## src/rtl/vlx_pkg.sv

```systemverilog
package vlx_pkg;

  localparam int IW   = 16;
  localparam int RW   = 3;
  localparam int NREG = 8;

  localparam logic [2:0] OP_ADD = 3'd0;
  localparam logic [2:0] OP_SUB = 3'd1;
  localparam logic [2:0] OP_MUL = 3'd2;
  localparam logic [2:0] OP_DIV = 3'd3;

  typedef struct packed {
    logic [2:0]    op;
    logic [RW-1:0] rd;
    logic [RW-1:0] rs1;
    logic [RW-1:0] rs2;
  } dec_t;

  function automatic dec_t decode(input logic [IW-1:0] w);
    dec_t d;
    d.op  = w[15:13];
    d.rd  = w[10:8];
    d.rs1 = w[6:4];
    d.rs2 = w[2:0];
    return d;
  endfunction

  // opcodes 4..7 end the program
  function automatic logic is_stop(input logic [IW-1:0] w);
    return w[15];
  endfunction

endpackage

```

## src/rtl/vlx_fetch.sv

```systemverilog
module vlx_fetch import vlx_pkg::*; #(
  parameter int DEPTH = 32,
  localparam int AW = $clog2(DEPTH)
) (
  input  logic          clk,
  input  logic          rst,
  input  logic          wr_en,
  input  logic [AW-1:0] wr_addr,
  input  logic [IW-1:0] wr_data,
  input  logic          run,
  input  logic          accept,
  output logic          out_valid,
  output logic [IW-1:0] out_instr,
  output logic          stopped
);

  logic [IW-1:0] mem [DEPTH];
  logic [AW-1:0] pc;
  logic          want;

  assign out_instr = mem[pc];
  assign want      = run && !stopped;
  assign out_valid = want && !is_stop(out_instr);

  always_ff @(posedge clk) begin
    if (wr_en) mem[wr_addr] <= wr_data;
  end

  always_ff @(posedge clk) begin
    if (rst) begin
      pc      <= '0;
      stopped <= 1'b0;
    end else if (want) begin
      if (is_stop(out_instr)) begin
        stopped <= 1'b1;
      end else if (accept) begin
        pc <= pc + AW'(1);
        if (pc == AW'(DEPTH - 1)) stopped <= 1'b1;
      end
    end
  end

endmodule

```

## src/rtl/vlx_regfile.sv

```systemverilog
module vlx_regfile import vlx_pkg::*; #(
  parameter int XLEN = 16,
  parameter int NRD  = 2
) (
  input  logic                     clk,
  input  logic                     rst,
  input  logic                     we,
  input  logic [RW-1:0]            waddr,
  input  logic [XLEN-1:0]          wdata,
  input  logic [NRD-1:0][RW-1:0]   raddr,
  output logic [NRD-1:0][XLEN-1:0] rdata
);

  logic [NREG-1:0][XLEN-1:0] regs;

  always_ff @(posedge clk) begin
    if (rst) regs <= '0;
    else if (we) regs[waddr] <= wdata;
  end

  // write-through: a read in the write cycle returns the incoming value
  for (genvar g = 0; g < NRD; g++) begin : g_rd
    assign rdata[g] = (we && waddr == raddr[g]) ? wdata : regs[raddr[g]];
  end

endmodule

```

## src/rtl/vlx_exec.sv

```systemverilog
module vlx_exec import vlx_pkg::*; #(
  parameter int XLEN    = 16,
  parameter int LAT_ADD = 1,
  parameter int LAT_MUL = 3,
  parameter int LAT_DIV = 6,
  localparam int LMAX = (LAT_DIV > LAT_MUL) ?
                        ((LAT_DIV > LAT_ADD) ? LAT_DIV : LAT_ADD) :
                        ((LAT_MUL > LAT_ADD) ? LAT_MUL : LAT_ADD),
  localparam int LW = (LMAX > 1) ? $clog2(LMAX) : 1
) (
  input  logic            clk,
  input  logic            rst,
  input  logic            start,
  input  logic [2:0]      in_op,
  input  logic [RW-1:0]   in_rd,
  input  logic [XLEN-1:0] in_a,
  input  logic [XLEN-1:0] in_b,
  output logic            busy,
  output logic            done,
  output logic            free,
  output logic [RW-1:0]   out_rd,
  output logic [XLEN-1:0] out_val
);

  logic [2:0]      op_q;
  logic [XLEN-1:0] a_q, b_q;
  logic [LW-1:0]   cnt;

  function automatic logic [LW-1:0] hold_cycles(input logic [2:0] op);
    case (op)
      OP_MUL:  return LW'(LAT_MUL - 1);
      OP_DIV:  return LW'(LAT_DIV - 1);
      default: return LW'(LAT_ADD - 1);
    endcase
  endfunction

  assign done = busy && (cnt == '0);
  assign free = !busy || done;

  always_ff @(posedge clk) begin
    if (rst) begin
      busy <= 1'b0;
      cnt  <= '0;
    end else if (start) begin
      busy <= 1'b1;
      cnt  <= hold_cycles(in_op);
    end else if (done) begin
      busy <= 1'b0;
    end else if (busy) begin
      cnt <= cnt - LW'(1);
    end
  end

  always_ff @(posedge clk) begin
    if (start) begin
      op_q   <= in_op;
      out_rd <= in_rd;
      a_q    <= in_a;
      b_q    <= in_b;
    end
  end

  // operands are held for the whole residency; the result is a multicycle path
  always_comb begin
    case (op_q)
      OP_ADD:  out_val = a_q + b_q;
      OP_SUB:  out_val = a_q - b_q;
      OP_MUL:  out_val = a_q * b_q;
      default: out_val = (b_q == '0) ? '1 : a_q / b_q;
    endcase
  end

endmodule

```

## src/rtl/vlx_pipe.sv

```systemverilog
module vlx_pipe import vlx_pkg::*; #(
  parameter int XLEN       = 16,
  parameter int IMEM_DEPTH = 32,
  parameter int CNT_W      = 32,
  parameter int LAT_ADD    = 1,
  parameter int LAT_MUL    = 3,
  parameter int LAT_DIV    = 6,
  localparam int AW = $clog2(IMEM_DEPTH)
) (
  input  logic             clk,
  input  logic             rst,
  input  logic             ld_valid,
  output logic             ld_ready,
  input  logic             ld_to_rf,
  input  logic [AW-1:0]    ld_addr,
  input  logic [XLEN-1:0]  ld_data,
  input  logic             run,
  output logic             ret_valid,
  output logic [RW-1:0]    ret_rd,
  output logic [XLEN-1:0]  ret_data,
  output logic [CNT_W-1:0] cycle_cnt,
  output logic             drained
);

  localparam int NSRC = 2;

  // stage occupancy and contents
  logic          id_v, of_v, wb_v;
  logic [IW-1:0] id_w;
  dec_t          of_d;
  logic [RW-1:0]   wb_rd;
  logic [XLEN-1:0] wb_val;

  // handshakes between stages
  logic f_valid, halted;
  logic [IW-1:0] f_instr;
  logic of_go, of_take, id_take;
  logic ex_busy, ex_done, ex_free;
  logic [RW-1:0]   ex_rd;
  logic [XLEN-1:0] ex_val;

  // load port
  logic ld_fire;
  assign ld_ready = !run && !wb_v;
  assign ld_fire  = ld_valid && ld_ready;

  assign of_go   = of_v && ex_free;
  assign of_take = !of_v || of_go;
  assign id_take = !id_v || of_take;

  vlx_fetch #(.DEPTH(IMEM_DEPTH)) u_fetch (
    .clk       (clk),
    .rst       (rst),
    .wr_en     (ld_fire && !ld_to_rf),
    .wr_addr   (ld_addr),
    .wr_data   (ld_data[IW-1:0]),
    .run       (run),
    .accept    (id_take),
    .out_valid (f_valid),
    .out_instr (f_instr),
    .stopped   (halted)
  );

  always_ff @(posedge clk) begin
    if (rst) id_v <= 1'b0;
    else if (id_take) id_v <= f_valid;
  end
  always_ff @(posedge clk) begin
    if (id_take) id_w <= f_instr;
  end

  always_ff @(posedge clk) begin
    if (rst) of_v <= 1'b0;
    else if (of_take) of_v <= id_v;
  end
  always_ff @(posedge clk) begin
    if (of_take) of_d <= decode(id_w);
  end

  // register file: write-back has the port, loads use it only when idle
  logic [NSRC-1:0][RW-1:0]   src;
  logic [NSRC-1:0][XLEN-1:0] rf_q, opnd;
  logic            rf_we;
  logic [RW-1:0]   rf_wa;
  logic [XLEN-1:0] rf_wd;

  assign rf_we = wb_v || (ld_fire && ld_to_rf);
  assign rf_wa = wb_v ? wb_rd  : ld_addr[RW-1:0];
  assign rf_wd = wb_v ? wb_val : ld_data;
  assign src[0] = of_d.rs1;
  assign src[1] = of_d.rs2;

  vlx_regfile #(.XLEN(XLEN), .NRD(NSRC)) u_rf (
    .clk   (clk),
    .rst   (rst),
    .we    (rf_we),
    .waddr (rf_wa),
    .wdata (rf_wd),
    .raddr (src),
    .rdata (rf_q)
  );

  // the finishing execute result is the youngest producer; write-back
  // (through the write-through read) is the next one
  for (genvar g = 0; g < NSRC; g++) begin : g_fwd
    assign opnd[g] = (ex_done && ex_rd == src[g]) ? ex_val : rf_q[g];
  end

  vlx_exec #(
    .XLEN(XLEN), .LAT_ADD(LAT_ADD), .LAT_MUL(LAT_MUL), .LAT_DIV(LAT_DIV)
  ) u_ex (
    .clk     (clk),
    .rst     (rst),
    .start   (of_go),
    .in_op   (of_d.op),
    .in_rd   (of_d.rd),
    .in_a    (opnd[0]),
    .in_b    (opnd[1]),
    .busy    (ex_busy),
    .done    (ex_done),
    .free    (ex_free),
    .out_rd  (ex_rd),
    .out_val (ex_val)
  );

  always_ff @(posedge clk) begin
    if (rst) wb_v <= 1'b0;
    else wb_v <= ex_done;
  end
  always_ff @(posedge clk) begin
    if (ex_done) begin
      wb_rd  <= ex_rd;
      wb_val <= ex_val;
    end
  end

  assign ret_valid = wb_v;
  assign ret_rd    = wb_rd;
  assign ret_data  = wb_val;

  always_ff @(posedge clk) begin
    if (rst) cycle_cnt <= '0;
    else cycle_cnt <= cycle_cnt + CNT_W'(1);
  end

  assign drained = halted && !id_v && !of_v && !ex_busy && !wb_v;

endmodule

```

## config.mk

```make
export PLATFORM = sky130hd
export DESIGN_NAME = vlx_pipe
export DESIGN_NICKNAME = d
export VERILOG_FILES = /design/src/rtl/vlx_pkg.sv /design/src/rtl/vlx_fetch.sv /design/src/rtl/vlx_regfile.sv /design/src/rtl/vlx_exec.sv /design/src/rtl/vlx_pipe.sv
export SDC_FILE = /design/constraint.sdc
export NUM_CORES = 2
export LEC_CHECK = 0
export BUFFER_PORTS_ARGS = -buffer_cell sky130_fd_sc_hd__buf_2
export CORE_ASPECT_RATIO = 0.7
export CORE_MARGIN = 2
export CORE_UTILIZATION = 35
export CTS_CLUSTER_DIAMETER = 80
export DETAILED_ROUTE_END_ITERATION = 8
export GPL_ROUTABILITY_DRIVEN = 0
export PLACE_DENSITY = 0.59
export REMOVE_ABC_BUFFERS = 1
export SLEW_MARGIN = 10
export SYNTH_ARGS = -nofsm -noshare
export SYNTH_HDL_FRONTEND = slang
export SYNTH_SLANG_ARGS = --single-unit
```

## constraint.sdc

```tcl
create_clock -name clk -period 33.2 [get_ports clk]
set_input_delay 1.66 -clock clk [delete_from_list [all_inputs] [get_ports clk]]
set_output_delay 1.66 -clock clk [all_outputs]
set_load 0.02 [all_outputs]
```

==> results.yml <==
grt:
  grtUsageTotal_pct: 18.9
  antenna_found_initial: 6
  grt-ovfl-total: 0
  grt_pass1_vias: 25351
  grt_pass1_wl_um: 161000
  grt_start_max_net_pins: 95
logic_synthesis:
  synth_most_common_cell: "edfxtp_1"
  yosysWarnings: 0
  syn-mean-instance-area_um2: 11.7
  synthTopCellsByCount: "edfxtp_1, nor2_1, nand2_1"
  synth_cells: 3269
  yosysSeqAreaShare_pct: 45.9
  yosys.area.top_type_share_pct: 36.5
  synthFlopType: "edfxtp_1"
  async_reset_ff_share_pct: 0
  synth_seq_cells: 643
  synthTopCellsByArea: "edfxtp_1, mux4_2, dfxtp_1"
  synth.distinct_cells: 88
  yosys.area.top_type: "edfxtp_1"
  syn-cell-area_um2: 38200
  synth_edf_count: 465
place:
  io_buffers: 79
  dpl.hpwl_um: 73800
  dp_cells: 4690
  dpl-instance-area_um2: 40400
sta:
  skew_ns: 0.0265
  hold_viol: 0
  period_minus_slack_ns: 30.79
  tightest_slew_ns: 1.24
  period_share_pct: 92.7
  rsz0062_at_grt: "no"
  setup_violations: 0
  max_freq_mhz: 32.5
  timing.slew.headroom_pct: 14.7
  drv_slew: 0
  setup_tns_ns: 0
clock_network:
  cts_root_buf: "clkbuf_16"
  clock_latency_ns: 0.63
  postCtsHoldBufs: 0
  ctsHtreeMaxLevel: 3
  cts_tree: "built"
  numCtsBuffers: 67
  clock_sinks: 643
  clk_pin_slew_ns: 0.06
  cts_max_path_buffers: 3
floorplanning:
  die_w_um: 399
  pin_count: 80
  dieArea_um2: 112000
  std_cell_rows: 101
  start_util_pct: 35.3
  coreArea_um2: 108000
  fp.dieH_um: 280
finish:
  drive_gt1_share_pct: 16.0
  final_area_um2: 42700
  n_antenna_cell: 0
  area_growth_pct: 11.7
  final_util_pct: 39.4
  stdcell_count: 4815
  nets: 3638
drt:
  drt-initial-drc-count: 2658
  wire_per_inst_um: 22.1
  via_per_inst: 5.56
  vias: 26779
  ant_nets: 0
  finalWirelength_um: 106000
  route.detailed.drc: 0
  firstDrtPassIters: 5
critical_path:
  worstSetupStartpoint: "u_ex.b_q[0]"
  critPathKind: "reg -> reg"
  worst-path-max-fanout: 19
  r2r_slack_ns: 2.41
  crit_path_top_delay_cell: "or4b_2"
  cp.required_ns: 33.53
  endpoint: "u_ex.a_q[0]"
  crit_path_end_kind: "register"
  crit_arrival_ns: 31.12
  critPathLaunchType: "register"
  r2r_end: "u_ex.a_q[0]"
  critPathMaxStageDelay_ns: 0.69
  r2r_start: "u_ex.b_q[0]"
  reg2reg_depth: 117
  cpMostUsedCell: "ha_1"
run_status:
  status: "finished, final reports clean"
job:
  max_cap_viol_count: 0
pwr:
  finalPower_uw: 1860
  ir_drop_v: 0.0000493
  p_per_area_nw_per_um2: 43.6
  p_leak_uw: 0.0153
hold_path:
  min_path_type: "reg -> reg"
[worst max-delay path, delay by kind of cell (launching register included)]
family / cells / cell delay, ns
muxes: 6 / 1.87
DFF: 1 / 0.52
AOI/OAI and AO/OA: 64 / 16.37
adders and majority gates: 16 / 5.01
and+or+nand+nor: 23 / 5.13
buffers and inverters: 8 / 1.56
[logic make-up (layout without fill, tap and decap cells)]
kind of cell    Yosys count  after routing  synth area share (%)
flops                   643            643                  45.9
buf+inv                 354            458                  3.52
mux                     262            262                  13.0
xor+xnor                167            167                  3.83
simple gates            892            892                  10.8
fa+ha+maj               291            291                  11.1
compound gates          660            660                  11.8
[layout make-up]
class                   instances  area, um2
well taps                    1442       1800
flip-flops and latches        643      17500
inverters                     179        672
fillers                     10226      65600
clock buffers                  93       1820
repair buffers                158        991
clock inverters                28        408
multi-input cells            2272      19500
[cells in the final DEF, fill, tap and decap left out, types with 43 or more instances in the layout]
cell type,instances
a211oi_1,186
o21ai_0,85
buf_2,78
inv_1,175
xor2_1,57
mux4_2,184
fa_1,81
clkbuf_16,67
xnor2_1,110
nor2_1,351
o21a_1,43
a21o_1,54
nand3_1,49
edfxtp_1,465
a21oi_1,133
ha_1,210
dfxtp_1,174
nand2_1,220
buf_4,80
[power by group]
part	internal, uW	leakage [uW]	switching [uW]
clock	431	0.00107	322
sequential	868	0.00568	9.04
combinational	92.3	0.00854	138
total	1390	0.0153	469
[per-stage QoR]
step | hold slack, ns | setup WS [ns]
final | 0.421 | 2.41
after detailed placement | 0.405 | 1.01
after CTS | 0.419 | 0.896
after floorplan | 0.400 | 4.61
after global placement | 0.403 | 1.92
after global routing | 0.424 | 0.0960
[state kept, by name (all words and copies together) (netlist names), 3 cells and up, named ones only]
name,cells
cycle_cnt,32
id_w,12
of_d,12
ret_data,16
ret_rd,3
u_ex.a_q,16
u_ex.b_q,16
u_ex.cnt,3
u_ex.op_q,3
u_ex.out_rd,3
u_fetch.mem,384
u_fetch.pc,5
u_rf.regs,128
[worst min path at each step]
stage | endpoint | from | cells after the start | slack (ns)
after floorplan | of_d[0] | id_w[0] | 0 | 0.40
after global placement | u_ex.out_rd[1] | of_d[7] | 0 | 0.40
after detailed placement | of_d[2] | id_w[2] | 0 | 0.40
after CTS | of_d[2] | id_w[2] | 0 | 0.42
after global routing | u_ex.out_rd[1] | of_d[7] | 0 | 0.42
final | of_d[2] | id_w[2] | 0 | 0.42
[per-layer routing]
layer	global-route usage, %	vias up	routed length (um)
li1	-	12311	-
met4	3.57	2	1570
met5	0	-	11
met2	26.9	1044	44200
met3	3.83	116	9820
met1	29.5	13306	50700
[repair_timing]
item                       CTS  global route
buffers inserted             0             3
setup endpoints to repair    0             6
resized for setup            0            15
Power figures use the tool's default switching activity.
